`src/rtl/wtt_pkg.sv`:
```
package wtt_pkg;

    typedef enum logic [1:0] {
        TT_ORDERED  = 2'd0,
        TT_ATOMIC   = 2'd1,
        TT_NULL     = 2'd2,
        TT_NULLNULL = 2'd3
    } tag_type_e;

    typedef enum logic [1:0] {
        OP_SWITCH   = 2'd0,
        OP_NEWWORK  = 2'd1,
        OP_DESCHED  = 2'd2,
        OP_NULLLOAD = 2'd3
    } req_op_e;

    typedef struct packed {
        logic      legal;
        tag_type_e nxt_type;
        logic      load_tag;
    } verdict_t;

endpackage

```
`src/rtl/wtt_rules.sv`:
```
module wtt_rules
    import wtt_pkg::*;
(
    input  tag_type_e cur_type,
    input  req_op_e   op,
    input  tag_type_e tgt_type,
    output verdict_t  verdict
);

    logic      legal;
    tag_type_e nxt;
    logic      ld;

    always_comb begin
        legal = 1'b0;
        nxt   = cur_type;
        ld    = 1'b0;
        unique case (op)
            OP_SWITCH: begin
                unique case (cur_type)
                    TT_NULLNULL: legal = 1'b0;
                    TT_NULL:     legal = (tgt_type == TT_ORDERED) || (tgt_type == TT_ATOMIC);
                    TT_ORDERED,
                    TT_ATOMIC:   legal = (tgt_type != TT_NULLNULL);
                endcase
                if (legal) begin
                    nxt = tgt_type;
                    ld  = 1'b1;
                end
            end
            OP_NEWWORK: begin
                legal = (tgt_type != TT_NULLNULL);
                if (legal) begin
                    nxt = tgt_type;
                    ld  = 1'b1;
                end
            end
            OP_DESCHED: begin
                legal = 1'b1;
                nxt   = TT_NULLNULL;
            end
            OP_NULLLOAD: begin
                legal = (cur_type != TT_NULL);
                if (legal) begin
                    nxt = TT_NULL;
                end
            end
        endcase
    end

    assign verdict = '{legal: legal, nxt_type: nxt, load_tag: ld};

endmodule

```
`src/rtl/wtt_state.sv`:
```
module wtt_state
    import wtt_pkg::*;
#(
    parameter int TAG_W = 32
) (
    input  logic             clk,
    input  logic             rst_n,
    input  logic             accept,
    input  verdict_t         verdict,
    input  logic [TAG_W-1:0] req_tag,
    output tag_type_e        cur_type,
    output logic [TAG_W-1:0] cur_tag,
    output logic             err_pulse
);

    tag_type_e        type_q;
    logic [TAG_W-1:0] tag_q;
    logic             err_q;

    // state register
    always_ff @(posedge clk) begin
        if (!rst_n) begin
            type_q <= TT_NULLNULL;
            tag_q  <= '0;
        end else if (accept && verdict.legal) begin
            type_q <= verdict.nxt_type;
            if (verdict.load_tag) begin
                tag_q <= req_tag;
            end
        end
    end

    // error flag register
    always_ff @(posedge clk) begin
        if (!rst_n) begin
            err_q <= 1'b0;
        end else begin
            err_q <= accept && !verdict.legal;
        end
    end

    always_comb begin
        cur_type  = type_q;
        cur_tag   = tag_q;
        err_pulse = err_q;
    end


    err_keeps_state_chk: assert property (@(posedge clk) disable iff (!rst_n)
        err_pulse |-> ($stable(cur_type) && $stable(cur_tag)));


    err_after_accept_chk: assert property (@(posedge clk) disable iff (!rst_n)
        err_pulse |-> $past(accept));

endmodule

```
`src/rtl/work_tag_tracker.sv`:
```
module work_tag_tracker
    import wtt_pkg::*;
#(
    parameter int TAG_W = 32
) (
    input  logic             clk,
    input  logic             rst_n,
    input  logic             req_valid,
    output logic             req_ready,
    input  logic [1:0]       req_op,
    input  logic [1:0]       req_type,
    input  logic [TAG_W-1:0] req_tag,
    output logic [1:0]       cur_type,
    output logic [TAG_W-1:0] cur_tag,
    output logic             atomic_held,
    output logic             err_pulse
);

    logic      ready_q;
    logic      accept;
    tag_type_e state_type;
    verdict_t  verdict;

    always_ff @(posedge clk) begin
        if (!rst_n) begin
            ready_q <= 1'b0;
        end else begin
            ready_q <= 1'b1;
        end
    end

    assign accept = req_valid && ready_q;

    wtt_rules u_rules (
        .cur_type (state_type),
        .op       (req_op_e'(req_op)),
        .tgt_type (tag_type_e'(req_type)),
        .verdict  (verdict)
    );

    wtt_state #(.TAG_W(TAG_W)) u_state (
        .clk       (clk),
        .rst_n     (rst_n),
        .accept    (accept),
        .verdict   (verdict),
        .req_tag   (req_tag),
        .cur_type  (state_type),
        .cur_tag   (cur_tag),
        .err_pulse (err_pulse)
    );

    // output process
    always_comb begin
        req_ready   = ready_q;
        cur_type    = state_type;
        atomic_held = (state_type == TT_ATOMIC);
    end


    ready_hold_chk: assert property (@(posedge clk) disable iff (!rst_n)
        req_ready |=> req_ready);


    stay_nullnull_chk: assert property (@(posedge clk) disable iff (!rst_n)
        (accept && cur_type == 2'd3 && req_op == 2'd0) |=> (cur_type == 2'd3));


    no_enter_nullnull_chk: assert property (@(posedge clk) disable iff (!rst_n)
        (accept && cur_type != 2'd3 && req_op != 2'd2) |=> (cur_type != 2'd3));


    nullload_exit_chk: assert property (@(posedge clk) disable iff (!rst_n)
        (accept && cur_type == 2'd3 && req_op == 2'd3) |=> (cur_type == 2'd2));


    desched_chk: assert property (@(posedge clk) disable iff (!rst_n)
        (accept && req_op == 2'd2) |=> (cur_type == 2'd3 && $stable(cur_tag)));


    atomic_rise_chk: assert property (@(posedge clk) disable iff (!rst_n)
        $rose(atomic_held) |-> $past(accept));

endmodule

```
`config.mk`:
```
export PLATFORM = sky130hd
export DESIGN_NAME = work_tag_tracker
export DESIGN_NICKNAME = d
export VERILOG_FILES = /design/src/rtl/wtt_pkg.sv /design/src/rtl/wtt_rules.sv /design/src/rtl/wtt_state.sv /design/src/rtl/work_tag_tracker.sv
export SDC_FILE = /design/constraint.sdc
export NUM_CORES = 1
export LEC_CHECK = 0
export ABC_AREA = 1
export BUFFER_PORTS_ARGS = -buffer_cell sky130_fd_sc_hd__buf_2
export CAP_MARGIN = 25
export CORE_MARGIN = 5
export CORE_UTILIZATION = 33
export DETAILED_ROUTE_END_ITERATION = 12
export GPL_TIMING_DRIVEN = 0
export PLACE_DENSITY_LB_ADDON = 0.2
export SETUP_SLACK_MARGIN = 0.3
export SKIP_LAST_GASP = 1
export SLEW_MARGIN = 5
export SYNTH_ARGS = -nofsm -noshare
export SYNTH_HDL_FRONTEND = slang
export SYNTH_SLANG_ARGS = --single-unit
```
`constraint.sdc`:
```
create_clock -name clk -period 1.1 [get_ports clk]
set_input_delay 0.22 -clock clk [delete_from_list [all_inputs] [get_ports clk]]
set_output_delay 0.22 -clock clk [all_outputs]
set_load 0.005 [all_outputs]
```
---- Word-level counts from Yosys, hierarchy flattened ----
Cells that the tools add are included.
storage, ports and cells
  register bits ........................... 36
  word-level logic and storage cells ...... 38
  bits of input ports ..................... 39
operators by class
  muxes and demuxes ....................... 11
  equality and inequality tests ........... 12
  reduce and logical (&&, ||, !) cells .... 11
operators with widths
  cell                                           number
  == test 2 bit, second input constant           4
  one-hot mux 2 bit (4 select lines)             1
  == test 2 x 1 -> 1 bit, second input constant  3
  zero test 2 bit                                3
  2-to-1 mux 2 bit                               3
  != test 2 x 1 -> 1 bit, second input constant  3
  2-to-1 mux 1 bit                               4
  != test 2 bit, second input constant           2
  one-hot mux 1 bit (4 select lines)             1
  AND reduction 4 bit                            1
  logical AND 1 bit                              3
  one-hot mux 1 bit (3 select lines)             1
  one-hot mux 1 bit (2 select lines)             1
  AND reduction 2 bit                            1
  OR reduction 2 bit                             1
  zero test 1 bit                                1
  logical OR 1 bit                               1

---- Longest topological paths before layout ----
  depth in word-level cells ............... 7
  depth in mapped cells ................... 10
  gate-level depth less buffers ........... 9

---- Hierarchy ----
Synthesis repeated with hierarchy kept, for this count alone.
second synthesis, totals
  cell total of the unflattened synthesis .. 246
  area, all modules ....................... 1574.0 um^2
modules (own cells, without submodules)
  module            cells an instance  sequential area each (um^2)  times used  area each (um^2)
  wtt_state         216                700.7                        1           1427.6
  wtt_rules         25                 0.0                          1           108.9
  work_tag_tracker  5                  20.0                         1           37.5

---- Least setup slack after synthesis ----
No wires, ideal clock.
  kind .................................... register -> register
  from .................................... register u_state.type_q[1] (netlist: u_state.cur_type[1])
  to ...................................... register u_state.tag_q[1] (netlist: u_state.cur_tag[1])
  data arrival time ....................... 1.129 ns
  cell stages (with the launch flop) ...... 9
  buffers on the path ..................... 1
  library setup time ...................... 0.113 ns
  period minus slack after synthesis ...... 1.241 ns
  slack ................................... -0.141 ns
  path through ............................ dfxtp_1 nand3_1 nand3_2 nand2_4 nor2_8 buf_6 nand3_2 nand2_1 nor2_1
between the ends
  word-level cells in the longest chain between the ends .. 7
ends and longest elaborated chain
  what                                                                            line                              text
  start: declaration                                                              wtt_state.sv:16                   tag_type_e type_q;
  start signal: assignment                                                        wtt_state.sv:26                   type_q <= verdict.nxt_type;
  == test 2 x 1 -> 1 bit / zero test 2 bit (equally long branches)                wtt_rules.sv:20                   unique case (cur_type)
  OR reduction 2 bit                                                              wtt_rules.sv:20
  one-hot mux 1 bit (3 select lines)                                              wtt_rules.sv:20
  2-to-1 mux 1 bit                                                                wtt_rules.sv:18                   unique case (op)
  2-to-1 mux 1 bit / one-hot mux 1 bit (4 select lines) (equally long branches)   wtt_rules.sv:26, wtt_rules.sv:18
  one-hot mux 1 bit (2 select lines) / logical AND 1 bit (equally long branches)  wtt_rules.sv:18, wtt_state.sv:25
  AND reduction 2 bit (no source line) (*)                                        -
  end signal: assignment                                                          wtt_state.sv:28                   tag_q <= req_tag;
  end: declaration                                                                wtt_state.sv:17                   logic [TAG_W-1:0] tag_q;
Mark *: on every way between the ends. The rest lies on a longest branch, timed or not. The select of a mux whose other input is x is not followed.
A chain may end at the register's enable or synchronous reset.

---- Worst setup path after layout ----
  from .................................... register u_state.type_q[0] (netlist: u_state.cur_type[0])
  to ...................................... register u_state.tag_q[19] (netlist: u_state.cur_tag[19])
Same word-level chain as after synthesis.

==> reports/qor.csv <==
stage;metric;value;unit
grt;vias in the first global route;1567;
timing;relative slew slack;77.24;%
finish;fraction of layout instances using a drive strength above 1;55.49;%
placed_design;HPWL reported at the end of detailed placement;3.057;mm
synthesis;distinct cell type count after synthesis;18;
timing;Post-Route Setup TNS;-6753;ps
finish;Antenna diodes;0;
clocking;Clock Tree Root;sky130_fd_sc_hd__clkbuf_8;
synthesis;cell area after synthesis;1832;um^2
timing;shortest clock period the worst path allows after layout;1323;ps
clocking;clock buffers created by TritonCTS;5;
timing;post-layout worst setup margin;-223.2;ps
drt;number of nets with antenna violations after routing;0;
grt;gr usage total;12.55;%
die;placeable core region;5439;um^2
hold_path;path category of the worst min-delay check;in -> reg;
die;number of placement rows;27;
synthesis;sequential fraction of the synthesis area;39.34;%
synthesis;Synth Area per Inst;7.569;um^2
run;Max Cap Viol;0;
drt;average via count per standard cell;4.100;
clocking;htree depth;2;
drt;drt drc;0;
die;number of top-level pins;76;
grt;leftover overflow at the end of global routing;0;
die;die boundary height;84.51;um
grt;maximum number of pins on one net before global-route repair;11;
die;Die Area;7141;um^2
synthesis;total of warnings raised by yosys;0;
finish;net count reported at finish;375;
timing;transition at the pin with the smallest max-transition slack;341.5;ps
hold_path;hold path cells;1;
drt;first drt pass iteration count;4;
drt;via count of the routed design;1677;
power_and_ir_drop;Static Leak;0.001395;uW
power_and_ir_drop;power density over the cells;1073;nW/um^2
timing;unrepaired setup endpoints after global routing;true;
timing;Final period util;120.3;%
clocking;largest buffer count on any clock path;2;
setup_path;CP Data Arrival Time;1500;ps
timing;worst hold slack;50.44;ps
timing;final setup skew;3.748;ps
drt;WL final;4.433;mm
setup_path;data required time at the worst endpoint;1280;ps
placed_design;RePlAce Congestion;0.6502;
setup_path;worst setup path class;reg -> reg;
finish;number of filler instances in the final layout;565;
clocking;clock latency at the later pin of the worst-skew pair;280;ps
drt;Initial DRC Count;27;
timing;FMAX;755.7;MHz
clocking;clock tree from TritonCTS;yes;
placed_design;number of port buffers;75;
drt;Avg WL per Cell;10.84;um
status;status;complete, but fails checks;
setup_path;Worst Setup Start Kind;register;
die;initial standard-cell utilization of the core;33.68;%
clocking;clock transition at the registers of the reported paths;70;ps
finish;Area Growth Syn to Fin;49.38;%
timing;final setup violation count;34;
clocking;clock sink count;36;
synthesis;number of storage elements in the synthesis netlist;36;
synthesis;net count after synthesis;281;
die;Die X;84.51;um
synthesis;Cells after Synth;242;
clocking;CTS Hold Buffers Added;0;
grt;global-route wire length before repair;7.293;mm
finish;leading cell types in the layout, fill and taps excluded;67 x sky130_fd_sc_hd__nor2_1, 63 x sky130_fd_sc_hd__buf_2, 38 x sky130_fd_sc_hd__nand2_1;
setup_path;Worst Path Max Fanout;7;
setup_path;worst reg2reg path depth;9;
finish;leading cell type in the layout, fill and taps excluded;sky130_fd_sc_hd__nor2_1;
power_and_ir_drop;Peak supply drop;424.9;uV
grt;antenna violations before repair;0;
timing;final hold violation count;0;
timing;fin. max-slew vios;0;
status;failing checks;setup timing;
setup_path;element type at the critical path end;register;
-- per-layer routing --
layer	GRT usage, %	up-vias	routed length [um]
met1	15.55	716	1981
met4	3.022	0	44
met5	0	-	0
met2	19.93	46	2040
li1	-	910	-
met3	5.692	5	366
-- synth_stat cells --
cell type	n	area share, %
sky130_fd_sc_hd__clkbuf_1	1	0.20
sky130_fd_sc_hd__nor2_1	67	14
sky130_fd_sc_hd__nand3b_4	1	1.1
sky130_fd_sc_hd__inv_2	2	0.41
sky130_fd_sc_hd__o211ai_1	1	0.41
sky130_fd_sc_hd__nand3_1	5	1.4
sky130_fd_sc_hd__nand2_4	2	1.2
sky130_fd_sc_hd__o21ai_1	1	0.27
sky130_fd_sc_hd__buf_6	7	4.3
sky130_fd_sc_hd__nand3_2	31	17
sky130_fd_sc_hd__buf_2	3	0.82
sky130_fd_sc_hd__nor2_8	2	2.2
sky130_fd_sc_hd__o21ai_0	1	0.27
sky130_fd_sc_hd__nand2_1	43	8.8
sky130_fd_sc_hd__inv_1	36	7.4
sky130_fd_sc_hd__nand3b_1	1	0.41
sky130_fd_sc_hd__dfxtp_1	36	39
sky130_fd_sc_hd__buf_4	2	0.82
-- path summary, 6_finish.rpt --
kind	startpoint	to	slack, ps
worst max-delay path	u_state.cur_type[0]$_SDFFE_PN1P_	u_state.cur_tag[19]$_SDFFE_PN0P_	-220
worst min-delay path	rst_n	req_ready$_DFF_P_	50
worst max register to register	u_state.cur_type[0]$_SDFFE_PN1P_	u_state.cur_tag[19]$_SDFFE_PN0P_	-220
worst min register to register	u_state.cur_tag[28]$_SDFFE_PN0P_	u_state.cur_tag[28]$_SDFFE_PN0P_	470
-- kinds of logic after synthesis --
kind of cell	count (synthesis)	synth area share, %
compound gates	3	0.9559
buf+inv	51	13.93
flops	36	39.34
simple gates	152	45.76
-- state kept, by name (all words and copies together) (netlist names) --
signal,flops
u_state.cur_tag,32
u_state.cur_type,2
req_ready,1
u_state.err_pulse,1
-- worst max-delay path, cell delays in order, from the launching register on --
cell and delay [ps]:
sky130_fd_sc_hd__dfxtp_2 330, sky130_fd_sc_hd__inv_2 80, sky130_fd_sc_hd__nand3_2 90, sky130_fd_sc_hd__nand3_4 100, sky130_fd_sc_hd__nand2_4 80, sky130_fd_sc_hd__nor2_8 210
sky130_fd_sc_hd__clkbuf_16 200, sky130_fd_sc_hd__nand3_2 50, sky130_fd_sc_hd__nand2_1 50, sky130_fd_sc_hd__nor2_1 30
-- timing repair --
item	in CTS	in global routing
cloned	1	1
endpoints found under the setup margin	72	72
gates resized for setup	50	22
pin swaps	3	2
setup buffers	6	4
-- report_power, final --
group	switching [uW]	leakage (uW)	internal [uW]
Combinational	296	0.00104	287
Sequential	29.2	0.000307	1360
Clock	456	0.0000455	511
-- cell type report --
| class | instances | area [um^2] | share of cell area (%) |
|---|---|---|---|
| Multi-Input combinational cell | 155 | 898.4 | 32.83 |
| Sequential cell | 36 | 767.0 | 28.03 |
| Timing Repair Buffer | 87 | 591.8 | 21.63 |
| Buffer | 13 | 153.9 | 5.624 |
| Inverter | 38 | 145.1 | 5.304 |
| Clock buffer | 8 | 90.09 | 3.292 |
| Tap cell | 72 | 90.09 | 3.292 |
-- per-stage QoR --
| stage | worst slack (ps) | instance area (um^2) | utilization [%] | std cells | power [uW] |
|---|---|---|---|---|---|
| 6_report | -223.2 | 2736 | 50.31 | 409 | 2935 |
| 5_1_grt | -319.3 | 2736 | 50.31 | 409 | 3102 |
| 4_1_cts | -207.4 | 2577 | 47.39 | 404 | 2930 |
| 3_5_place_dp | -255.0 | 2312 | 42.51 | 389 | 1882 |
| 3_3_place_gp | -240.0 | 2312 | 42.51 | 389 | 1880 |
| 2_1_floorplan | -114.5 | 1847 | - | 242 | 1711 |
Power figures use the tool's default switching activity.
